## src/rtl/fpmv_pkg.sv

```systemverilog
package fpmv_pkg;

    // Sequencer states
    typedef enum logic [1:0] {
        ST_IDLE = 2'd0,
        ST_MOVE = 2'd1,
        ST_RFWR = 2'd2,
        ST_DONE = 2'd3
    } fpmv_state_e;

    // Addressing kinds that request an address write-back
    localparam logic [1:0] EA_POSTINC = 2'd1;
    localparam logic [1:0] EA_PREDEC  = 2'd2;

endpackage

```

## src/rtl/fpmv_mask_prep.sv

```systemverilog
module fpmv_mask_prep #(
    parameter int NREG  = 8,
    parameter int NDREG = 4
) (
    input  logic [1:0]               list_mode,
    input  logic [NREG-1:0]          imm_list,
    input  logic [$clog2(NDREG)-1:0] dreg_sel,
    input  logic [NDREG*NREG-1:0]    dreg_lows,
    output logic [NREG-1:0]          reg_mask,
    output logic                     descending
);
    logic [NREG-1:0] raw_list;

    // bit 0 of the mode picks the data-register list, bit 1 picks ascending order
    assign raw_list   = list_mode[0] ? dreg_lows[dreg_sel*NREG +: NREG] : imm_list;
    assign descending = ~list_mode[1];

    // bit i of reg_mask always stands for register i
    for (genvar g = 0; g < NREG; g++) begin : g_map
        assign reg_mask[g] = descending ? raw_list[g] : raw_list[NREG-1-g];
    end
endmodule

```

## src/rtl/fpmv_pick.sv

```systemverilog
module fpmv_pick #(
    parameter int N = 8
) (
    input  logic [N-1:0]         vec,
    output logic                 any,
    output logic [$clog2(N)-1:0] idx
);
    localparam int IW = $clog2(N);

    // lowest set bit wins
    always_comb begin
        any = |vec;
        idx = '0;
        for (int i = N - 1; i >= 0; i--) begin
            if (vec[i]) idx = IW'(i);
        end
    end
endmodule

```

## src/rtl/fpmv_word_lane.sv

```systemverilog
module fpmv_word_lane #(
    parameter int WORD_W = 32,
    parameter int WPR    = 3
) (
    input  logic [$clog2(WPR)-1:0]  slot,
    input  logic [WORD_W*WPR-1:0]   reg_in,
    output logic [WORD_W-1:0]       word_out,
    input  logic [WORD_W*WPR-1:0]   acc_in,
    input  logic [WORD_W-1:0]       word_in,
    output logic [WORD_W*WPR-1:0]   acc_out
);
    localparam int SLW = $clog2(WPR);

    // slot 0 is the most significant word of the register
    always_comb begin
        word_out = '0;
        for (int k = 0; k < WPR; k++) begin
            if (slot == SLW'(k)) word_out = reg_in[(WPR-1-k)*WORD_W +: WORD_W];
        end
    end

    for (genvar g = 0; g < WPR; g++) begin : g_slot
        assign acc_out[(WPR-1-g)*WORD_W +: WORD_W] =
            (slot == SLW'(g)) ? word_in : acc_in[(WPR-1-g)*WORD_W +: WORD_W];
    end
endmodule

```

## src/rtl/fpreg_burst_mover.sv

```systemverilog
module fpreg_burst_mover
    import fpmv_pkg::*;
#(
    parameter int NREG   = 8,
    parameter int WORD_W = 32,
    parameter int WPR    = 3,
    parameter int ADDR_W = 32,
    parameter int NDREG  = 4
) (
    input  logic                      clk,
    input  logic                      rst_n,
    input  logic                      start,
    input  logic                      store,
    input  logic [1:0]                list_mode,
    input  logic [NREG-1:0]           imm_list,
    input  logic [$clog2(NDREG)-1:0]  dreg_sel,
    input  logic [NDREG*NREG-1:0]     dreg_lows,
    input  logic [1:0]                ea_kind,
    input  logic [ADDR_W-1:0]         base_addr,
    output logic                      mem_req,
    output logic                      mem_we,
    output logic [ADDR_W-1:0]         mem_addr,
    output logic [WORD_W-1:0]         mem_wdata,
    input  logic [WORD_W-1:0]         mem_rdata,
    input  logic                      mem_ack,
    output logic [$clog2(NREG)-1:0]   rf_idx,
    input  logic [WORD_W*WPR-1:0]     rf_rdata,
    output logic                      rf_we,
    output logic [WORD_W*WPR-1:0]     rf_wdata,
    output logic                      busy,
    output logic                      done,
    output logic [ADDR_W-1:0]         final_addr,
    output logic                      final_wb
);
    localparam int IDX_W = $clog2(NREG);
    localparam int CNT_W = $clog2(WPR);
    localparam int REG_W = WORD_W * WPR;
    localparam logic [ADDR_W-1:0] STEP = ADDR_W'(WORD_W / 8);
    localparam logic [CNT_W-1:0]  LAST = CNT_W'(WPR - 1);

    typedef struct packed {
        fpmv_state_e        st;
        logic               store;
        logic               down;
        logic               wb;
        logic [NREG-1:0]    pend;
        logic [CNT_W-1:0]   wcnt;
        logic [ADDR_W-1:0]  addr;
        logic [REG_W-1:0]   acc;
    } ctl_t;

    ctl_t ctl_d, ctl_q;

    logic [NREG-1:0]  prep_mask;
    logic             prep_down;
    logic             cur_any;
    logic [IDX_W-1:0] cur_idx;
    logic [NREG-1:0]  cur_bit;
    logic [NREG-1:0]  remain;
    logic [CNT_W-1:0] slot;
    logic [REG_W-1:0] lane_acc;
    logic [ADDR_W-1:0] step_addr;
    logic             last_word;

    fpmv_mask_prep #(.NREG(NREG), .NDREG(NDREG)) u_prep (
        .list_mode  (list_mode),
        .imm_list   (imm_list),
        .dreg_sel   (dreg_sel),
        .dreg_lows  (dreg_lows),
        .reg_mask   (prep_mask),
        .descending (prep_down)
    );

    fpmv_pick #(.N(NREG)) u_pick (
        .vec (ctl_q.pend),
        .any (cur_any),
        .idx (cur_idx)
    );

    fpmv_word_lane #(.WORD_W(WORD_W), .WPR(WPR)) u_lane (
        .slot     (slot),
        .reg_in   (rf_rdata),
        .word_out (mem_wdata),
        .acc_in   (ctl_q.acc),
        .word_in  (mem_rdata),
        .acc_out  (lane_acc)
    );

    assign cur_bit   = cur_any ? ({{(NREG-1){1'b0}}, 1'b1} << cur_idx) : '0;
    assign remain    = ctl_q.pend & ~cur_bit;
    // descending traversal visits the words last-to-first
    assign slot      = ctl_q.down ? (LAST - ctl_q.wcnt) : ctl_q.wcnt;
    assign step_addr = ctl_q.down ? (ctl_q.addr - STEP) : (ctl_q.addr + STEP);
    assign last_word = (ctl_q.wcnt == LAST);

    assign mem_addr   = ctl_q.down ? (ctl_q.addr - STEP) : ctl_q.addr;
    assign rf_idx     = cur_idx;
    assign rf_wdata   = ctl_q.acc;
    assign busy       = (ctl_q.st != ST_IDLE);
    assign final_addr = ctl_q.addr;
    assign final_wb   = done & ctl_q.wb;

    always_comb begin
        ctl_d   = ctl_q;
        mem_req = 1'b0;
        mem_we  = 1'b0;
        rf_we   = 1'b0;
        done    = 1'b0;
        case (ctl_q.st)
            ST_IDLE: begin
                if (start) begin
                    ctl_d.store = store;
                    ctl_d.down  = prep_down;
                    ctl_d.wb    = (ea_kind == EA_POSTINC) || (ea_kind == EA_PREDEC);
                    ctl_d.pend  = prep_mask;
                    ctl_d.addr  = base_addr;
                    ctl_d.wcnt  = '0;
                    ctl_d.acc   = '0;
                    ctl_d.st    = (|prep_mask) ? ST_MOVE : ST_DONE;
                end
            end
            ST_MOVE: begin
                mem_req = 1'b1;
                mem_we  = ctl_q.store;
                if (mem_ack) begin
                    ctl_d.addr = step_addr;
                    ctl_d.acc  = lane_acc;
                    if (last_word) begin
                        ctl_d.wcnt = '0;
                        if (ctl_q.store) begin
                            ctl_d.pend = remain;
                            ctl_d.st   = (|remain) ? ST_MOVE : ST_DONE;
                        end else begin
                            ctl_d.st = ST_RFWR;
                        end
                    end else begin
                        ctl_d.wcnt = ctl_q.wcnt + CNT_W'(1);
                    end
                end
            end
            ST_RFWR: begin
                rf_we      = 1'b1;
                ctl_d.pend = remain;
                ctl_d.st   = (|remain) ? ST_MOVE : ST_DONE;
            end
            ST_DONE: begin
                done     = 1'b1;
                ctl_d.st = ST_IDLE;
            end
            default: ctl_d.st = ST_IDLE;
        endcase
    end

    always_ff @(posedge clk) begin
        if (!rst_n) ctl_q <= '0;
        else        ctl_q <= ctl_d;
    end


    hold_req_chk: assert property (@(posedge clk) disable iff (!rst_n)
        (mem_req && !mem_ack) |=> (mem_req && $stable(mem_addr) && $stable(mem_we) && $stable(mem_wdata)));


    done_pulse_chk: assert property (@(posedge clk) disable iff (!rst_n)
        done |=> !done);


    empty_list_chk: assert property (@(posedge clk) disable iff (!rst_n)
        (start && !busy && (prep_mask == '0)) |=> (done && !mem_req && !rf_we));


    rf_after_read_chk: assert property (@(posedge clk) disable iff (!rst_n)
        rf_we |-> $past(mem_req && mem_ack && !mem_we));


    addr_step_chk: assert property (@(posedge clk) disable iff (!rst_n)
        (mem_req && mem_ack) |=> (final_addr == ($past(ctl_q.down) ? $past(mem_addr) : ($past(mem_addr) + STEP))));


    start_busy_chk: assert property (@(posedge clk) disable iff (!rst_n)
        (start && busy && !done) |=> busy);
endmodule

```

## config.mk

```make
export PLATFORM = sky130hd
export DESIGN_NAME = fpreg_burst_mover
export DESIGN_NICKNAME = d
export VERILOG_FILES = /design/src/rtl/fpmv_pkg.sv /design/src/rtl/fpmv_mask_prep.sv /design/src/rtl/fpmv_pick.sv /design/src/rtl/fpmv_word_lane.sv /design/src/rtl/fpreg_burst_mover.sv
export SDC_FILE = /design/constraint.sdc
export NUM_CORES = 1
export LEC_CHECK = 0
export ABC_AREA = 0
export BUFFER_PORTS_ARGS = -buffer_cell sky130_fd_sc_hd__buf_2
export CAP_MARGIN = 20
export CORE_AREA = 2 2 160 162
export DETAILED_ROUTE_END_ITERATION = 8
export DIE_AREA = 0 0 162 164
export PLACE_DENSITY = 0.66
export SETUP_SLACK_MARGIN = 0.4
export SKIP_CTS_REPAIR_TIMING = 1
export SLEW_MARGIN = 20
export SYNTH_ARGS = -nofsm -noshare
export SYNTH_HDL_FRONTEND = slang
export SYNTH_SLANG_ARGS = --single-unit
```

## constraint.sdc

```tcl
create_clock -name clk -period 2.9 [get_ports clk]
set_clock_uncertainty 0.05 [all_clocks]
set_input_delay 0.145 -clock clk [delete_from_list [all_inputs] [get_ports clk]]
set_output_delay 0.145 -clock clk [all_outputs]
set_load 0.01 [all_outputs]
```

; ---- Word level (Yosys, flattened, before mapping)
; Cells that the tools add are included.
; W data, S select, Z words.
[totals]
elab_cells = 95
regBits = 143
[op_classes]
n_eq_ne = 15
n_shift = 2
addsub = 4
n_reduce_logical = 16
bitwise = 4
muxes = 44
[op_table]
columns = cell, count
row1 = $pmux W130 S2, 1
row2 = $mux W32, 8
row3 = $mux W143, 1
row4 = $mux W138, 1
row5 = $add A32 B3 Y32 const B, 1
row6 = $mux W8, 4
row7 = $shiftx A32 B6 Y8, 1
row8 = $sub A32 B3 Y32 const B, 1
row9 = $mux W3, 8
row10 = $pmux W8 S3, 1
row11 = $reduce_or A8 Y1, 3
row12 = $mux W2, 7
row13 = $mux W1, 12
row14 = $reduce_and A4 Y1, 3
row15 = $eq A2 B2 Y1 const B, 5
row16 = $and A8 B8 Y8, 1
row17 = $ne A2 B2 Y1 const B, 4
row18 = $not A8 Y8, 1
row19 = $pmux W2 S4, 1
row20 = $shl A1 B3 Y8 const A, 1
row21 = $eq A2 B1 Y1 const B, 3
row22 = $ne A2 B1 Y1 const B, 3
row23 = $reduce_and A3 Y1, 2
row24 = $reduce_and A5 Y1, 1
row25 = 9 further kinds, 11

; ---- Logic depth before layout (Yosys ltp)
; Gate-level depths: netlist (run 1).
[depth]
word_depth = 18
depth_mapped = 11
mapped_depth_nobuf = 8

; ---- By module
; Synthesis (run 1) repeated with hierarchy kept, for this count alone.
[unflattened]
cells_unflattened = 1240
area_unflattened_um2 = 10724.0
[modules_own_cells]
columns = mod, seq_area_each_um2, n_inst, area_per_inst_um2, cells_each
row1 = fpreg_burst_mover, 2862.7, 1, 8089.0, 999
row2 = fpmv_word_lane, 0.0, 1, 2179.6, 185
row3 = fpmv_mask_prep, 0.0, 1, 374.1, 43
row4 = fpmv_pick, 0.0, 1, 81.3, 13

; ---- Worst setup path after synthesis (run 1)
; OpenSTA, ideal clock, no wires.
[synth_timing]
path_type = reg2reg
startpoint = reg ctl_q, in the netlist final_addr[3]
endpoint = reg ctl_q, in the netlist final_addr[28]
t_arrival_ps = 2083
synth_period_minus_slack_ps = 2260
setup_ps = 127
path_stages_with_launch = 8
setup_slack_ps = 640
t_required_ps = 2723
cell_sequence = dfxtp_1 -> ha_1 -> and3b_1 -> nand4_2 -> nor4_2 -> a32oi_1 -> and3_1 -> or3_1
[synth_between]
elab_chain_len = 4
[synth_rtl]
columns = element, line
row1 = from (decl), fpreg_burst_mover.sv:52  ; ctl_t ctl_d, ctl_q;
row2 = from (signal assigned), fpreg_burst_mover.sv:156  ; else ctl_q <= ctl_d;
row3 = $add A32 B3 Y32 or $sub A32 B3 Y32 (tied branches), fpreg_burst_mover.sv:93  ; assign step_addr = ctl_q.down ? (ctl_q.addr - STEP) : (ctl_q.addr + STEP);
row4 = $mux W32 (*), fpreg_burst_mover.sv:93
row5 = $mux W138 (*), fpreg_burst_mover.sv:125  ; if (mem_ack) begin
row6 = $pmux W130 S2 (*), fpreg_burst_mover.sv:109  ; case (ctl_q.st)
; Mark *: on every way between the ends. The rest lies on a longest branch, timed or not. The select of a mux whose other input is x is not followed.
; A chain may end at the register's enable or synchronous reset.

; ---- Worst setup path in the final report (run 1)
[layout_timing]
startpoint = reg ctl_q[139] (netlist name)
endpoint = out mem_addr[19]
[layout_between]
elab_chain_len = 1
[layout_rtl]
columns = element, line
row1 = $mux W32, fpreg_burst_mover.sv:96  ; assign mem_addr = ctl_q.down ? (ctl_q.addr - STEP) : ctl_q.addr;
row2 = to (decl), fpreg_burst_mover.sv:22  ; output logic [ADDR_W-1:0] mem_addr,
; No other way between the ends.

==> reports/metrics.yaml, run 1 <==
run_status:
  status: "complete, but fails checks"
  violations: "hold timing"
logic_synthesis:
  post_synth_fa_ha_maj_area_fraction: 0.0197
  synth.cells.most_frequent: "sky130_fd_sc_hd__nand2_1, sky130_fd_sc_hd__a21oi_1, sky130_fd_sc_hd__dfxtp_1"
  yosysWarnings: 0
  netlist.top_cell.by_area: "sky130_fd_sc_hd__dfxtp_1"
  combinational_family_with_the_most_area_after_synthesis: "simple AND/OR/NAND/NOR gates"
  synthesis.nets: 1474
  yosys-mux-area-fraction: 0.0302
  avg_cell_area_syn_sq_um: 7.41
  synthesis.instances: 1250
  dominantRegCellSynth: "sky130_fd_sc_hd__dfxtp_1"
  leading_cell_type_by_number_of_instances_after_synthesis: "sky130_fd_sc_hd__nand2_1"
  synth_area_leaders: "sky130_fd_sc_hd__dfxtp_1, sky130_fd_sc_hd__buf_4, sky130_fd_sc_hd__a21oi_1"
  synth-compound-area-share: 0.208
  yosys_register_bits: 143
  syn_area_sq_um: 9270
  synth.distinct_cells: 78
  synth-simple-area-share: 0.240
  asyncSetResetFlopFracSynth: 0
  yosysTopAreaCellShare: 0.309
  synth_seq_area_share: 0.309
  post_synth_xor_area_fraction: 0.0340
  synth-edff-count: 0
critical_path:
  timing.critical_path.arrival_ns: 2.32
  list_of_cells_traversed_by_the_critical_path: "nor4b_4 -> nand3b_1 -> nor2_4 -> buf_4 -> nand2_1 -> xnor2_1 -> buf_2"
  cp_slowest_cell: "sky130_fd_sc_hd__dfxtp_4"
  crit_required_ns: 2.71
  timing.critical_path.from: "ctl_q[139]"
  crit-reg2reg-launch: "ctl_q[142]"
  setup.worst_path.class: "flop to output pin"
  timing.critical_path.slowest_cell_delay_ns: 0.45
  setup.worst_path.start_class: "flop"
  critical_path.endpoint_type: "output pin"
  critPathMaxFanout: 13
finish:
  areaGrowthSynthToFinish_pct: 31.8
  fillerInstances: 2485
  final_layout_size_suffix_gt1_frac: 0.360
  finish.net_count: 1768
  final_cell_count_no_fill: 1892
  multiInputGateArea_sq_um: 5170
  layout.area.seq_sq_um: 2890
  post-route-cell-area_sq_um: 12200
global_routing:
  grt-ovfl-total: 0
  met3_capacity_usage_during_global_routing: 0.0346
  first_pass_grt_wire_length_um: 50600
  grt_antenna_before_repair: 7
  grt_max_degree: 107
  gr-usage-met1: 0.292
  gr-max-usage-layer: "met2"
  number_of_global_route_vias_before_repair: 8837
  gr-usage-all-layers: 0.244
  gr-usage-met2: 0.439
floorplanning:
  fp.coreArea_sq_um: 24800
  chipWidth_um: 162
  die_y_um: 164
  floorplan_row_count: 58
  fp.dieArea_sq_um: 26600
  start_util: 0.373
  num_io_pins: 412
route:
  drtAntennaViolNets: 0
  first_pass_iters: 7
  route.detailed.vias_per_inst: 5.41
  post_detailed_route_wirelength_per_cell_um: 18.8
  drt_iter0_drc: 1046
  detailroute.via_count: 10200
  drcViolationCount: 0
  wl_um: 35600
timing:
  worst_slew_pin_slew_ns: 0.654
  rsz0062_at_grt: "yes"
  worst_hold_slack_ns: -0.0318
  post-route-period-util: 0.867
  setup_viol: 0
  finalMaxSlewViolations: 0
  slew_headroom: 0.564
  finalHoldViolations: 1
  max_clock_freq_ghz: 0.398
  final_period_minus_worst_setup_slack_ns: 2.52
clock_tree:
  clock-root-buffer: "sky130_fd_sc_hd__clkbuf_16"
  cts_inserted_buffers: 17
  clk_latency_ns: 0.42
  clk_transition_reported_paths_ns: 0.07
  clock_tree.htree_level_count: 4
  clk_path_buf_depth: 2
  tritoncts: "done"
  clkSinkCount: 143
min_path:
  timing.hold.worst.start: "base_addr[10]"
  worst_hold_path_type: "primary input to flop"
pwr:
  p_int_mw: 4.83
  combPwrFrac: 0.419
  static_leakage_nw: 5.44
  power.clock.fraction: 0.282
  netSwitchingFraction: 0.414
  vdd.ir_drop.worst_mv: 0.373
  p_per_area_nw_per_um2: 675
  power_frac_seq: 0.299
  switchingPower_mw: 3.41
  power.total_mw: 8.24
job:
  drv_cap: 0
place:
  placed_cell_area_sq_um: 10600
  detailed_place_hpwl_um: 25600
  finalWeightedCongestion: 0.952
  io_buffers: 411
  dpl.cell_count: 1782
-- critical path, delay by kind of cell (launching register included) --
kind | cells | cell delay (ns)
flip-flops | 1 | 0.45
buffers and inverters | 2 | 0.36
AND/OR/NAND/NOR | 4 | 0.85
XOR/XNOR | 1 | 0.22
-- layout make-up --
cell class / count / area share
Tap cell: 330 / 0.0338
Multi-Input combinational cell: 855 / 0.423
Antenna cell: 5 / 0.00102
Sequential cell: 143 / 0.237
Timing Repair Buffer: 508 / 0.248
Clock buffer: 17 / 0.0348
Inverter: 19 / 0.00646
Clock inverter: 15 / 0.0160
-- registers in the layout, indices dropped and copies added, names as in the netlist --
signal,count
rf_wdata,96
ctl_q,15
final_addr,32
-- power by group through the flow --
stage / combinational [mW] / sequential [mW] / clock, mW
after floorplan: 2.19 / 2.31 / 0
after global placement: 3.00 / 2.47 / 0
after detailed placement: 3.02 / 2.48 / 0
after CTS: 3.03 / 2.43 / 2.38
after global routing: 3.71 / 2.50 / 2.44
final: 3.45 / 2.46 / 2.33
-- final timing paths --
path / slack [ns] / endpoint / cells past startpoint
worst max-delay path: 0.38 / mem_addr[19] / 7
worst min-delay path: -0.03 / final_addr[10] / 3
worst max register to register: 0.43 / final_addr[28] / 8
worst min register to register: 0.40 / rf_wdata[45] / 2
-- stage by stage --
stage / setup TNS, ns / worst slack, ns / utilization
floorplan: 0 / 0.640 / -
global route: 0 / 0.267 / 0.492
global placement: 0 / 0.439 / 0.426
detailed placement: 0 / 0.369 / 0.426
CTS: -0.0855 / -0.0562 / 0.451
finish: 0 / 0.384 / 0.492
-- kinds of logic (layout without fill, tap and decap cells) --
logic type	Yosys count	after routing
buffers and inverters	252	559
xor gates and xnor gates	36	36
muxes	24	24
and+or+nand+nor	461	461
adders and majority gates	15	15
other	0	5
AOI/OAI and AO/OA	319	319
DFF	143	143
-- cell usage in the layout, fill, tap and decap left out, types with 6 or more instances in the layout --
cell type	instances
sky130_fd_sc_hd__dlygate4sd3_1	42
sky130_fd_sc_hd__xnor2_1	20
sky130_fd_sc_hd__o21ai_0	44
sky130_fd_sc_hd__and2_1	10
sky130_fd_sc_hd__xor2_1	16
sky130_fd_sc_hd__dfxtp_2	9
sky130_fd_sc_hd__inv_1	15
sky130_fd_sc_hd__mux2i_1	19
sky130_fd_sc_hd__buf_6	6
sky130_fd_sc_hd__a221oi_1	6
sky130_fd_sc_hd__nor3_1	12
sky130_fd_sc_hd__buf_4	42
sky130_fd_sc_hd__buf_2	410
sky130_fd_sc_hd__ha_1	9
sky130_fd_sc_hd__dfxtp_1	129
sky130_fd_sc_hd__a31oi_1	7
sky130_fd_sc_hd__a22oi_1	36
sky130_fd_sc_hd__a211oi_1	9
sky130_fd_sc_hd__clkbuf_16	20
sky130_fd_sc_hd__and3_1	15
sky130_fd_sc_hd__nand4_1	9
sky130_fd_sc_hd__a21oi_1	144
sky130_fd_sc_hd__nand2_1	185
sky130_fd_sc_hd__o22ai_1	15
sky130_fd_sc_hd__nand3_1	115
sky130_fd_sc_hd__nor2_1	59
-- layer usage --
layer / up-vias / share of wire
met1: 4772 / 0.39
li1: 4868 / -
met4: 0 / 0.036
met2: 523 / 0.51
met5: - / 0
met3: 81 / 0.062
Power figures use the tool's default switching activity.
==> inputs of run 2 (changes only) <==
--- a/config.mk
+++ b/config.mk
@@ -12,7 +12,7 @@
 export DETAILED_ROUTE_END_ITERATION = 8
 export DIE_AREA = 0 0 162 164
 export PLACE_DENSITY = 0.66
-export SETUP_SLACK_MARGIN = 0.4
+export SETUP_SLACK_MARGIN = 0.3
 export SKIP_CTS_REPAIR_TIMING = 1
 export SLEW_MARGIN = 20
 export SYNTH_ARGS = -nofsm -noshare
==> run 2 against run 1 <==
Against the previous run:
- the run still ends with hold timing left
- first-iteration DRC count decreased by 7.3%
- register-to-register slack about the same
- via count decreased by 2.2%
- maximum frequency decreased by 2.3%
- critical endpoint unchanged
- highest routed layer unchanged
- critical path type unchanged
- count of clock-buffer cells in the layout unchanged
- hold slack got worse by 0.00089 ns
- critical path depth unchanged
- cell count decreased by 1.0%
- combinational power decreased by 5.8%
- setup slack got worse by 0.060 ns
- total power decreased by 2.6%
- final area decreased by 2.7%
==> reports/metrics.yaml, run 2 (same netlist as run 1, synthesis figures left out) <==
run_status:
  status: "complete, but fails checks"
  violations: "hold timing"
floorplanning:
  floorplan_row_count: 58  # unchanged
  num_io_pins: 412  # unchanged
  start_util: 0.373  # unchanged
  die_y_um: 164  # unchanged
  chipWidth_um: 162  # unchanged
  fp.dieArea_sq_um: 26600  # unchanged
  fp.coreArea_sq_um: 24800  # unchanged
timing:
  finalMaxSlewViolations: 0  # unchanged
  final_period_minus_worst_setup_slack_ns: 2.58  # +0.0601 ns
  worst_slew_pin_slew_ns: 0.646  # -0.00802 ns
  setup_viol: 0  # unchanged
  finalHoldViolations: 2  # +1
  rsz0062_at_grt: "yes"
  slew_headroom: 0.569  # +0.00535
  worst_hold_slack_ns: -0.0327  # -0.000886 ns
  post-route-period-util: 0.888  # +0.0207
  max_clock_freq_ghz: 0.388  # -2.3%
  post-route-worst-setup-slack_ns: 0.324  # -0.0601 ns
finish:
  final_cell_mix: "sky130_fd_sc_hd__buf_2, sky130_fd_sc_hd__nand2_1, sky130_fd_sc_hd__a21oi_1, sky130_fd_sc_hd__dfxtp_1, sky130_fd_sc_hd__nand3_1"
  layout.cells.most_common: "sky130_fd_sc_hd__buf_2"
  max_ffs_per_register: 96  # unchanged
  final_layout_size_suffix_gt1_frac: 0.342  # -0.0181
  areaGrowthSynthToFinish_pct: 28.3
  finish.net_count: 1748  # -1.1%
place:
  place_worst_setup_slack_ns: 0.369  # unchanged
  io_buffers: 411  # unchanged
  finalWeightedCongestion: 0.952  # unchanged
  detailed_place_hpwl_um: 25600  # unchanged
clock_tree:
  clock-root-buffer: "sky130_fd_sc_hd__clkbuf_16"
  clk_latency_ns: 0.42  # about the same
  tritoncts: "done"
  cts_inserted_buffers: 17  # unchanged
  clkSinkCount: 143  # unchanged
  clk_transition_reported_paths_ns: 0.06  # about the same
  clk_path_buf_depth: 2  # unchanged
  clock_tree.htree_level_count: 4  # unchanged
route:
  post_detailed_route_wirelength_per_cell_um: 18.7  # -0.61%
  route.detailed.vias_per_inst: 5.35  # -1.2%
  wl_um: 35000  # -1.6%
  first_pass_iters: 6  # -1
  drt_iter0_drc: 970  # -7.3%
  detailroute.via_count: 10000  # -2.2%
  drtAntennaViolNets: 0  # unchanged
  drcViolationCount: 0  # unchanged
min_path:
  timing.hold.worst.start: "base_addr[10]"
  worst_hold_path_type: "primary input to flop"
pwr:
  vdd.ir_drop.worst_mv: 0.374  # +0.19%
  power.total_mw: 8.03  # -2.6%
  p_per_area_nw_per_um2: 676  # +0.10%
  static_leakage_nw: 5.31  # -2.4%
job:
  drv_cap: 0  # unchanged
critical_path:
  critPathMaxFanout: 8  # -5
  timing.critical_path.arrival_ns: 2.38  # +0.06 ns
  setup.worst_path.start_class: "flop"
  crit_required_ns: 2.71  # about the same
  critical_path.endpoint_type: "output pin"
  setup.worst_path.class: "flop to output pin"
  crit-reg2reg-launch: "ctl_q[142]"
  timing.critical_path.from: "final_addr[11]"
global_routing:
  first_pass_grt_wire_length_um: 50600  # unchanged
  grt_max_degree: 107  # unchanged
  gr-usage-all-layers: 0.244  # unchanged
  number_of_global_route_vias_before_repair: 8837  # unchanged
  grt_antenna_before_repair: 7  # unchanged
  grt-ovfl-total: 0  # unchanged
## run 2: cell count changes in the layout (fill, tap and decap cells not counted), moves of 2 or more
cell,before,now
sky130_fd_sc_hd__inv_1,15,17
sky130_fd_sc_hd__dfxtp_2,9,6
sky130_fd_sc_hd__buf_4,42,28
sky130_fd_sc_hd__ha_4,3,1
sky130_fd_sc_hd__dfxtp_4,5,1
sky130_fd_sc_hd__clkbuf_16,20,18
sky130_fd_sc_hd__nor4_4,5,3
sky130_fd_sc_hd__inv_4,3,1
sky130_fd_sc_hd__ha_1,9,11
sky130_fd_sc_hd__buf_6,6,4
sky130_fd_sc_hd__dfxtp_1,129,136
## run 2: through the flow
stage	TNS, ns	instances	instance area, sq um	util
finish	0	1873	11900	0.479
global route	0	1871	11900	0.479
CTS	-0.0855	1814	11200	0.451
detailed placement	0	1782	10600	0.426
global placement	0	1782	10600	0.426
floorplan	0	1250	9270	-
## run 2: worst paths after layout
kind	slack, ns	cells after the start	endpoint
max	0.32	7	mem_addr[19]
min	-0.03	3	final_addr[10]
max reg2reg	0.42	8	final_addr[28]
min reg2reg	0.40	2	rf_wdata[45]
## run 2: cell type report
cell class | count | area (sq um)
Sequential cell | 143 | 2870
Fill cell | 2516 | 12900
Inverter | 19 | 73.8
Clock inverter | 15 | 195
Clock buffer | 17 | 425
Antenna cell | 6 | 15.0
Timing Repair Buffer | 488 | 2810
Tap cell | 330 | 413
Multi-Input combinational cell | 855 | 5080
## run 2: worst max-delay path: stages, from the launching register on
cell and delay, ns:
sky130_fd_sc_hd__dfxtp_1 0.42, sky130_fd_sc_hd__nor4_4 0.43, sky130_fd_sc_hd__nand4_4 0.22, sky130_fd_sc_hd__nor2_4 0.21, sky130_fd_sc_hd__buf_4 0.20, sky130_fd_sc_hd__nand2_1 0.09
sky130_fd_sc_hd__xnor2_1 0.22, sky130_fd_sc_hd__buf_2 0.17
## run 2: metal layers
layer / global-route usage / wire, um / vias to the layer above
met5: 0 / 0 / -
met1: 0.292 / 13800 / 4677
li1: - / - / 4817
met2: 0.439 / 18000 / 464
met3: 0.0346 / 2060 / 57
met4: 0.100 / 1130 / 0
## run 2: power breakdown
part / internal (mW) / leakage (nW) / switching, mW / total, mW
registers: 2.16 / 1.16 / 0.286 / 2.45
logic: 1.21 / 3.84 / 2.04 / 3.25
clock network: 1.32 / 0.306 / 1.01 / 2.33
total: 4.70 / 5.31 / 3.33 / 8.03
